===== src/rtl/blk_chain_pkg.sv =====
// Shared encodings for the block chaining wrapper.
// Assumes the mode and swap inputs are two bits wide.
package blk_chain_pkg;

    typedef enum logic [1:0] {
        CH_ECB = 2'd0,
        CH_CBC = 2'd1,
        CH_CTR = 2'd2,
        CH_RSV = 2'd3
    } chain_e;

    typedef enum logic [1:0] {
        SW_NONE = 2'd0,
        SW_HALF = 2'd1,
        SW_BYTE = 2'd2,
        SW_BIT  = 2'd3
    } swap_e;

    typedef enum logic [1:0] {
        ST_COLLECT = 2'd0,
        ST_LAUNCH  = 2'd1,
        ST_RUN     = 2'd2,
        ST_EMIT    = 2'd3
    } wrap_state_e;

endpackage


===== src/rtl/blk_word_swap.sv =====
// Rearranges one data word in one of four ways: unchanged, halfwords
// exchanged, bytes reversed or bits reversed.
// Assumes W is a multiple of 16. Purely combinational.
module blk_word_swap
    import blk_chain_pkg::*;
#(
    parameter int W = 32
) (
    input  logic [1:0]   sel,
    input  logic [W-1:0] din,
    output logic [W-1:0] dout
);
    localparam int NBYTES = W / 8;
    localparam int HALF   = W / 2;

    logic [W-1:0] half_sw;
    logic [W-1:0] byte_sw;
    logic [W-1:0] bit_sw;

    assign half_sw = {din[HALF-1:0], din[W-1:HALF]};

    for (genvar b = 0; b < NBYTES; b++) begin : g_byte
        assign byte_sw[b*8 +: 8] = din[(NBYTES-1-b)*8 +: 8];
    end

    for (genvar i = 0; i < W; i++) begin : g_bit
        assign bit_sw[i] = din[W-1-i];
    end

    // Pick the arrangement named by sel.
    always_comb begin
        unique case (swap_e'(sel))
            SW_HALF: dout = half_sw;
            SW_BYTE: dout = byte_sw;
            SW_BIT:  dout = bit_sw;
            default: dout = din;
        endcase
    end

endmodule


===== src/rtl/blk_cipher_stub.sv =====
// Stand-in for the block cipher core. Encrypt is rotl1(x ^ KEY) and
// decrypt is rotr1(y) ^ KEY, which undo each other. The result comes
// out LAT cycles after start.
// Assumes start is only raised while the stub is idle, and LAT >= 1.
module blk_cipher_stub #(
    parameter int           BLK = 128,
    parameter logic [BLK-1:0] KEY = '0,
    parameter int           LAT = 3
) (
    input  logic           clk,
    input  logic           rst_n,
    input  logic           start,
    input  logic           dec,
    input  logic [BLK-1:0] op,
    output logic           done,
    output logic [BLK-1:0] res
);
    localparam int CW = $clog2(LAT + 1);

    logic           busy;
    logic [CW-1:0]  cnt;
    logic [BLK-1:0] op_q;
    logic           dec_q;
    logic [BLK-1:0] enc_val;
    logic [BLK-1:0] dec_val;
    logic [BLK-1:0] mixed;

    assign mixed   = op_q ^ KEY;
    assign enc_val = {mixed[BLK-2:0], mixed[BLK-1]};
    assign dec_val = {op_q[0], op_q[BLK-1:1]} ^ KEY;

    // Take the operand, count out the latency and produce one result pulse.
    always_ff @(posedge clk) begin
        if (!rst_n) begin
            busy  <= 1'b0;
            cnt   <= '0;
            op_q  <= '0;
            dec_q <= 1'b0;
            done  <= 1'b0;
            res   <= '0;
        end else begin
            done <= 1'b0;
            if (start && !busy) begin
                busy  <= 1'b1;
                cnt   <= '0;
                op_q  <= op;
                dec_q <= dec;
            end else if (busy) begin
                if (cnt == CW'(LAT - 1)) begin
                    busy <= 1'b0;
                    done <= 1'b1;
                    res  <= dec_q ? dec_val : enc_val;
                end else begin
                    cnt <= cnt + 1'b1;
                end
            end
        end
    end

    // an operand is only offered to an idle core
    p_start_idle_r9: assert property (@(posedge clk) disable iff (!rst_n)
        start |-> !busy);

    // the result is a single-cycle pulse
    p_done_pulse_r9: assert property (@(posedge clk) disable iff (!rst_n)
        done |=> !done);

endmodule


===== src/rtl/blk_chain_mix.sv =====
// Combinational chaining arithmetic. For each mode it forms the core
// operand and direction, the block result and the next chaining value.
// Assumes core_res is valid whenever result and chain_nxt are used.
module blk_chain_mix
    import blk_chain_pkg::*;
#(
    parameter int BLK  = 128,
    parameter int CTRW = 32
) (
    input  logic [1:0]     mode,
    input  logic           decrypt,
    input  logic [BLK-1:0] blk,
    input  logic [BLK-1:0] chain,
    input  logic [BLK-1:0] core_res,
    output logic [BLK-1:0] core_op,
    output logic           core_dec,
    output logic [BLK-1:0] result,
    output logic [BLK-1:0] chain_nxt
);
    logic [CTRW-1:0] ctr_inc;

    assign ctr_inc = chain[CTRW-1:0] + 1'b1;

    // Select operand, direction, result and next chaining value by mode.
    always_comb begin
        core_op   = blk;
        core_dec  = decrypt;
        result    = core_res;
        chain_nxt = chain;
        unique case (chain_e'(mode))
            CH_CBC: begin
                if (decrypt) begin
                    result    = core_res ^ chain;
                    chain_nxt = blk;
                end else begin
                    core_op   = blk ^ chain;
                    chain_nxt = core_res;
                end
            end
            CH_CTR: begin
                core_op   = chain;
                core_dec  = 1'b0;
                result    = core_res ^ blk;
                chain_nxt = {chain[BLK-1:CTRW], ctr_inc};
            end
            default: begin
                core_op = blk;
            end
        endcase
    end

endmodule


===== src/rtl/blk_chain_wrap.sv =====
// Top of the chaining wrapper. It collects NWORDS swapped input words
// into a block, runs the block through the core with the chaining
// arithmetic, and sends the result back out as swapped words, lowest
// first. IV writes are held and take effect at the next block start.
// Assumes configuration is stable while a block is being collected;
// the mode and output swap are latched when the core is started.
module blk_chain_wrap
    import blk_chain_pkg::*;
#(
    parameter int           WORD     = 32,
    parameter int           NWORDS   = 4,
    parameter int           CTR_W    = 32,
    parameter int           CORE_LAT = 3,
    parameter logic [WORD*NWORDS-1:0] KEY =
        128'h0F1E2D3C_4B5A6978_8796A5B4_C3D2E1F0
) (
    input  logic                      clk,
    input  logic                      rst_n,
    input  logic [1:0]                cfg_chain,
    input  logic                      cfg_decrypt,
    input  logic [1:0]                cfg_swap,
    input  logic                      iv_wr,
    input  logic [$clog2(NWORDS)-1:0] iv_sel,
    input  logic [WORD-1:0]           iv_data,
    input  logic                      in_valid,
    input  logic [WORD-1:0]           in_word,
    output logic                      in_ready,
    output logic                      out_valid,
    output logic [WORD-1:0]           out_word
);
    localparam int BLK  = WORD * NWORDS;
    localparam int IDXW = $clog2(NWORDS);
    localparam logic [IDXW-1:0] LAST = IDXW'(NWORDS - 1);

    wrap_state_e    state;
    logic [IDXW-1:0] idx;
    logic [BLK-1:0] blk_q;
    logic [BLK-1:0] iv_q;
    logic           iv_pend;
    logic [BLK-1:0] chain_q;
    logic [BLK-1:0] chain_use;
    logic [1:0]     mode_q;
    logic           dec_q;
    logic [1:0]     swap_q;
    logic [BLK-1:0] res_q;

    logic [WORD-1:0] in_sw;
    logic [WORD-1:0] res_word;
    logic [WORD-1:0] out_sw;
    logic [BLK-1:0]  chain_eff;
    logic [BLK-1:0]  mix_chain;
    logic [1:0]      mix_mode;
    logic            mix_dec;
    logic [BLK-1:0]  core_op;
    logic            core_dec;
    logic [BLK-1:0]  mix_result;
    logic [BLK-1:0]  mix_chain_nxt;
    logic            core_start;
    logic            core_done;
    logic [BLK-1:0]  core_res;

    blk_word_swap #(.W(WORD)) u_in_swap (
        .sel  (cfg_swap),
        .din  (in_word),
        .dout (in_sw)
    );

    assign res_word = res_q[idx*WORD +: WORD];

    blk_word_swap #(.W(WORD)) u_out_swap (
        .sel  (swap_q),
        .din  (res_word),
        .dout (out_sw)
    );

    assign chain_eff  = iv_pend ? iv_q : chain_q;
    assign core_start = (state == ST_LAUNCH);
    assign mix_chain  = core_start ? chain_eff : chain_use;
    assign mix_mode   = core_start ? cfg_chain : mode_q;
    assign mix_dec    = core_start ? cfg_decrypt : dec_q;

    blk_chain_mix #(.BLK(BLK), .CTRW(CTR_W)) u_mix (
        .mode      (mix_mode),
        .decrypt   (mix_dec),
        .blk       (blk_q),
        .chain     (mix_chain),
        .core_res  (core_res),
        .core_op   (core_op),
        .core_dec  (core_dec),
        .result    (mix_result),
        .chain_nxt (mix_chain_nxt)
    );

    blk_cipher_stub #(.BLK(BLK), .KEY(KEY), .LAT(CORE_LAT)) u_core (
        .clk   (clk),
        .rst_n (rst_n),
        .start (core_start),
        .dec   (core_dec),
        .op    (core_op),
        .done  (core_done),
        .res   (core_res)
    );

    assign in_ready  = (state == ST_COLLECT);
    assign out_valid = (state == ST_EMIT);
    assign out_word  = out_sw;

    // Hold IV words written by the host and mark them for the next block.
    always_ff @(posedge clk) begin
        if (!rst_n) begin
            iv_q    <= '0;
            iv_pend <= 1'b0;
        end else begin
            if (iv_wr) begin
                iv_q[iv_sel*WORD +: WORD] <= iv_data;
                iv_pend <= 1'b1;
            end else if (core_start) begin
                iv_pend <= 1'b0;
            end
        end
    end

    // Sequence collect, launch, run and emit, and keep the chaining state.
    always_ff @(posedge clk) begin
        if (!rst_n) begin
            state     <= ST_COLLECT;
            idx       <= '0;
            blk_q     <= '0;
            chain_q   <= '0;
            chain_use <= '0;
            mode_q    <= '0;
            dec_q     <= 1'b0;
            swap_q    <= '0;
            res_q     <= '0;
        end else begin
            unique case (state)
                ST_COLLECT: begin
                    if (in_valid) begin
                        blk_q[idx*WORD +: WORD] <= in_sw;
                        if (idx == LAST) begin
                            idx   <= '0;
                            state <= ST_LAUNCH;
                        end else begin
                            idx <= idx + 1'b1;
                        end
                    end
                end
                ST_LAUNCH: begin
                    chain_use <= chain_eff;
                    mode_q    <= cfg_chain;
                    dec_q     <= cfg_decrypt;
                    swap_q    <= cfg_swap;
                    state     <= ST_RUN;
                end
                ST_RUN: begin
                    if (core_done) begin
                        res_q   <= mix_result;
                        chain_q <= mix_chain_nxt;
                        idx     <= '0;
                        state   <= ST_EMIT;
                    end
                end
                default: begin
                    if (idx == LAST) begin
                        idx   <= '0;
                        state <= ST_COLLECT;
                    end else begin
                        idx <= idx + 1'b1;
                    end
                end
            endcase
        end
    end

    // an output burst continues until its last word
    p_burst_len_r2: assert property (@(posedge clk) disable iff (!rst_n)
        (out_valid && idx != LAST) |=> out_valid);

    // in ECB the core sees the block itself
    p_ecb_operand_r3: assert property (@(posedge clk) disable iff (!rst_n)
        (core_start && chain_e'(cfg_chain) == CH_ECB) |-> core_op == blk_q);

    // CBC decrypt sends the raw block the decrypt way
    p_cbc_dec_op_r5: assert property (@(posedge clk) disable iff (!rst_n)
        (core_start && chain_e'(cfg_chain) == CH_CBC && cfg_decrypt)
        |-> (core_op == blk_q && core_dec));

    // CTR always runs the core in the encrypt direction
    p_ctr_encrypt_r6: assert property (@(posedge clk) disable iff (!rst_n)
        (core_start && chain_e'(cfg_chain) == CH_CTR) |-> !core_dec);

    // the nonce part of the chaining value survives a CTR block
    p_ctr_nonce_r6: assert property (@(posedge clk) disable iff (!rst_n)
        (state == ST_RUN && core_done && chain_e'(mode_q) == CH_CTR)
        |=> chain_q[BLK-1:CTR_W] == $past(chain_use[BLK-1:CTR_W]));

    // a pending IV load becomes the chaining value at block start
    p_iv_apply_r8: assert property (@(posedge clk) disable iff (!rst_n)
        (core_start && iv_pend) |=> chain_use == $past(iv_q));

    // the block under processing is not disturbed by input words
    p_blk_hold_r10: assert property (@(posedge clk) disable iff (!rst_n)
        (state != ST_COLLECT) |=> $stable(blk_q));

endmodule


===== config.mk =====
export PLATFORM = sky130hd
export DESIGN_NAME = blk_chain_wrap
export DESIGN_NICKNAME = d
export VERILOG_FILES = /design/src/rtl/blk_chain_pkg.sv /design/src/rtl/blk_word_swap.sv /design/src/rtl/blk_cipher_stub.sv /design/src/rtl/blk_chain_mix.sv /design/src/rtl/blk_chain_wrap.sv
export SDC_FILE = /design/constraint.sdc
export NUM_CORES = 2
export LEC_CHECK = 0
export BUFFER_PORTS_ARGS = -buffer_cell sky130_fd_sc_hd__buf_2
export CORE_UTILIZATION = 35
export CTS_CLUSTER_DIAMETER = 150
export CTS_CLUSTER_SIZE = 16
export DETAILED_ROUTE_END_ITERATION = 8
export PLACE_DENSITY = 0.46
export SLEW_MARGIN = 20
export SYNTH_ARGS = -nofsm -noshare
export SYNTH_HDL_FRONTEND = slang
export SYNTH_SLANG_ARGS = --single-unit

===== constraint.sdc =====
create_clock -name clk -period 6.3 [get_ports clk]
set_clock_uncertainty 0.05 [all_clocks]
set_input_delay 1.26 -clock clk [delete_from_list [all_inputs] [get_ports clk]]
set_output_delay 1.26 -clock clk [all_outputs]
set_load 0.01 [all_outputs]

* Word level (Yosys, flattened, before mapping)
Index checks and enable logic that the tools add are counted.
Storage, ports and cells: register bits after elaboration 911, logic and storage cells 97, input port bits 75
Operators by class: reductions and logical operators 13, shifts and indexed selects 5, bitwise operators 10, muxes and demuxes 31, eq/ne operators 16, add/sub/neg operators 5
Operator list (count):
- 128-bit 2-to-1 mux | 6
- 128-bit case mux with 2 select lines | 3
- 128-bit bitwise XOR | 3
- 128-bit bitwise mux | 2
- 32-bit by 34-bit variable shift with 128-bit output, first input constant | 2
- 32-bit by 34-bit indexed part select with 128-bit output | 2
- 32-bit case mux with 3 select lines | 2
- 64-bit NOT | 2
- 128-bit by 8-bit indexed part select with 32-bit output | 1
- 7-bit negator with 34-bit output | 2
- 32-bit by 1-bit adder with 32-bit output, second input constant | 1
- 2-bit == test, second input constant | 9
- 2-bit 2-to-1 mux | 8
- 2-bit case mux with 3 select lines | 2
- 2-bit by 1-bit == test with 1-bit output, second input constant | 4
- 1-bit 2-to-1 mux | 8
- 2-bit AND reduction | 3
- 3-bit AND reduction | 2
- 1-bit NOT | 5
- 2-bit by 1-bit adder with 2-bit output, second input constant | 2
- 2-bit by 1-bit != test with 1-bit output, second input constant | 2
- 4-bit AND reduction | 1
- 3-bit nonzero test | 1
- 3-bit OR reduction | 1
- 6 further kinds | 6

* Depth between registers and ports, before layout
word-level depth 5, depth in mapped cells 21, mapped depth without buffers 12

* Hierarchy
A second synthesis with hierarchy kept.
Unflattened totals: cells, all modules 6619, area, all modules 51037.7 um^2
Modules (own cells, without submodules):
- blk_chain_wrap | sequential area each 13012.5 um^2, cells an instance 2879, times used 1, area an instance 25225.4 um^2
- blk_chain_mix | sequential area each 0.0 um^2, cells an instance 2444, times used 1, area an instance 14127.3 um^2
- blk_cipher_stub | sequential area each 5225.0 um^2, cells an instance 1216, times used 1, area an instance 10013.4 um^2
- blk_word_swap | sequential area each 0.0 um^2, cells an instance 40, times used 2, area an instance 835.8 um^2

* Least setup slack after synthesis
Ideal clock, no wire load.
kind register to register, from register state[1], to register res_q[104], data arrival time 3896 ps, required time 6118 ps, path slack 2222 ps, setup time 132 ps, buffers on the path 11, cell stages (with the launch flop) 21, cells stage by stage dfxtp_1 -> inv_1 -> ha_1 -> buf_4 -> buf_2 -> buf_2 -> buf_2 -> clkbuf_1 -> buf_2 -> buf_2 -> mux2i_1 -> inv_1 -> ha_1 -> clkbuf_1 -> inv_1 -> clkbuf_1 -> clkbuf_1 -> clkbuf_1 -> o2111ai_1 -> nand3_1 -> a21oi_1
On the way: elaborated cells between the ends (all ways) 11, those cells by class eq/ne: 4; mux: 5; bitwise: 1; reduce/logical: 1
RTL lines:
- from (decl) | RTL line blk_chain_wrap.sv:35 | wrap_state_e state;
- from (signal assigned) | RTL line blk_chain_wrap.sv:126 | state <= ST_COLLECT;
- from (signal assigned) | RTL line blk_chain_wrap.sv:142 | state <= ST_LAUNCH;
- from (signal assigned) | RTL line blk_chain_wrap.sv:153 | state <= ST_RUN;
- 2-bit by 1-bit == test with 1-bit output * | RTL line blk_chain_wrap.sv:77 | assign core_start = (state == ST_LAUNCH);
- 2-bit 2-to-1 mux *
- named net mix_mode[1] | RTL line blk_chain_wrap.sv:52 | logic [1:0] mix_mode;
- 2-bit == test or 2-bit by 1-bit == test with 1-bit output (tied branches) | RTL line blk_chain_mix.sv:30 | unique case (chain_e'(mode))
- 128-bit case mux with 2 select lines * | RTL line blk_chain_mix.sv:30
- to (signal assigned) | RTL line blk_chain_wrap.sv:157 | res_q <= mix_result;
- to (decl) | RTL line blk_chain_wrap.sv:45 | logic [BLK-1:0] res_q;
The timed path passes the listed nets; every way through them passes the cells marked *. A chain may end at the register's enable or synchronous reset.

* Worst setup path in the final report
from register idx[0], to output out_word[18]
On the way: longest elaborated chain between the ends 2
Ends and longest elaborated chain:
- from (decl) | RTL line blk_chain_wrap.sv:36 | logic [IDXW-1:0] idx;
- from (signal assigned) | RTL line blk_chain_wrap.sv:144 | idx <= idx + 1'b1;
- from (signal assigned) | RTL line blk_chain_wrap.sv:168 | idx <= idx + 1'b1;
- 128-bit by 8-bit indexed part select with 32-bit output | RTL line blk_chain_wrap.sv:68 | assign res_word = res_q[idx*WORD +: WORD];
- 32-bit case mux with 3 select lines | RTL line blk_word_swap.sv:32 | unique case (swap_e'(sel))
- to (decl) | RTL line blk_chain_wrap.sv:29 | output logic [WORD-1:0] out_word
Every way passes these cells.

==> reports/results.ini <==
[synth]
synth_top_cells_by_area = dfxtp_1, o21ai_0, mux2i_1
ys_warn_count = 0
synth_nets = 5756
syn_area_per_cell_um2 = 8.15
synth_edf_count = 0
synth_top_area_share_pct = 39.5
netlist_instances = 5662
synthFlopType = dfxtp_1
ys_types = 63
ys_seq_elements = 911
synth_area_leader_cell = dfxtp_1
yosysSeqAreaShare_pct = 39.5
synth_area_um2 = 46100
async_flop_share_pct = 0

[floorplanning]
die_y_um = 365
initial_utilization_pct = 35.5
rows = 132
design.core.area_um2 = 130000
die_w_um = 365
io-pin-count = 109
fp.dieArea_um2 = 133000

[min_path]
worst_hold_path_type = reg -> reg

[drt]
antenna_left = 0
first_iter_violations = 4494
via_per_inst = 6.17
num_vias = 44076
drt_pass1_iterations = 5
routed_wl_um = 207000
drcViolationCount = 0
avgRoutedWirePerCell_um = 29.0

[job]
maxCapViolations = 0

[status]
outcome = finished, final reports clean

[clock_network]
cts_buffers = 66
path_clk_slew_ns = 0.08
cts_tree = done
clock_sinks = 911
ctsHoldBuffers = 0
cts_resized = 0
clk_latency_ns = 0.68
cts-root-buf = clkbuf_16
post_cts_buffers = 0
htree_levels = 3
cts.path.max_buffers = 3

[critical_path]
crit_chain = buf_12 > mux4_2 > mux4_2 > buf_2
arrival_ns = 3.49
cp-end-kind = output pin
cpMaxStageDelayCell = mux4_2
slowest_delay_ns = 0.76
crit_fanout = 22
cp.required_ns = 4.99
critPathKind = reg -> out
critPathLaunchType = flop
crit_top_cell = mux4_2

[place]
gp_congestion = 0.839
place_hpwl_um = 124000
portBuffers = 108

[final_layout]
area.growth.synth_to_final_pct = 7.87
drive_gt1_share_pct = 8.10
finish.utilization_pct = 38.2
final_nets = 5479
most-common-layout-cells = dfxtp_1, nor2_1, o21ai_0
layout_commonest_cell = dfxtp_1

[timing]
slew_headroom_pct = 23.2
period_minus_slack_ns = 4.80
worst_slew_pin_slew_ns = 1.15
rsz0062_at_grt = false
fmax_mhz = 208
fin_crit_sh_pct = 76.2
final_max_slew_viol_count = 0
finalSetupTns_ns = 0
finalHoldViolCount = 0
setup_viol = 0

[global_routing]
grt_start_max_net_pins = 188
grt_first_pass_wirelength_um = 300000
antenna_found_initial = 25
grt_pass1_vias = 40268
gr-total-overflow = 0
grt_usage_pct = 30.5

[pwr]
power.density_nw_per_um2 = 214
p_leak_uw = 0.0166
vdd_drop_max_mv = 0.183

==> sequential cells by signal (all words and copies together), names as in the netlist <==
signal / count
iv_q: 128
chain_use: 128
dec_q: 1
res_q: 128
u_core.done: 1
blk_q: 128
u_core.busy: 1
iv_pend: 1
swap_q: 2
u_core.dec_q: 1
mode_q: 2
state: 2
u_core.op_q: 128
chain_q: 128
u_core.res: 128
u_core.cnt: 2
idx: 2
==> critical path, delay by kind of cell (launching register included) <==
| family | cells | cell delay [ns] |
|---|---|---|
| DFF | 1 | 0.71 |
| buffers and inverters | 2 | 0.56 |
| muxes | 2 | 1.49 |
==> through the flow <==
stage	hold WS (ns)	area (µm²)	total power, µW	instances	setup slack [ns]
global route	0.425	49800	11000	7141	1.43
CTS	0.406	49700	10700	7135	1.51
detailed placement	0.394	47900	6540	7059	1.93
finish	0.403	49800	10700	7147	1.50
global placement	0.388	47900	6540	7059	1.94
floorplan	0.381	46100	6230	5662	2.22
==> synth_stat cells (6+ instances only) <==
cell,instances
a211oi_1,77
a21boi_0,10
a21o_1,16
a21oi_1,388
a21oi_2,8
a221oi_1,157
a22oi_1,257
a31oi_1,14
and2_1,22
buf_1,47
buf_2,32
clkbuf_1,470
dfxtp_1,911
ha_1,19
inv_1,107
mux2i_1,302
mux4_2,96
nand2_1,605
nand3_1,117
nand4_1,6
nor2_1,747
nor3_1,67
nor4_1,12
nor4b_1,8
o2111ai_1,101
o211ai_1,62
o21a_1,6
o21ai_0,706
o221ai_1,98
or4_1,11
xnor2_1,31
xor2_1,97
==> per-layer routing <==
metal  GRT usage [%]  vias up  share of wire, %  wire length, µm
li1                -    19929                 -                -
met1            41.8    22084                44            91100
met2            46.8     1704                44            91400
met3            5.62      353               7.6            15800
met4            12.7        6               4.2             8800
met5               0        -             0.018               38
==> kinds of logic (layout without fill, tap and decap cells) <==
kind of cell             count (synthesis)  in the layout  share of synthesized area (%)
AND/OR/NAND/NOR                       1617           1617                           14.2
XOR/XNOR                               128            128                           2.43
buffers and inverters                  664            395                           5.60
multiplexers                           403            403                           11.4
AO/OA/AOI/OAI                         1920           1920                           26.4
flip-flops                             911            911                           39.5
other                                    0             12                              0
adder cells (fa/ha/maj)                 19             19                          0.515
==> path summary, 6_finish.rpt <==
kind | slack, ns | to | cells past startpoint | startpoint
hold / removal | 0.40 | res_q[88] | 2 | res_q[88]
hold reg to reg | 0.40 | res_q[88] | 2 | res_q[88]
setup reg to reg | 1.87 | chain_q[24] | 10 | state[1]
setup / recovery | 1.50 | out_word[18] | 4 | idx[0]
==> power breakdown <==
group	switching, µW	leakage (µW)	internal (µW)
clock	2240	0.000884	2010
sequential	53.6	0.00734	5770
combinational	442	0.00841	143
==> final cells by class <==
cell class,count,area [µm²]
inverter,109,429
fill,13487,80400
multi-input combinational,4087,25500
antenna,12,30.0
clock buffer,75,1790
tap,1742,2180
sequential,911,18300
timing repair buffer,210,1540
clock inverter,1,8.76
No activity file was read; power rests on OpenSTA's default activity.
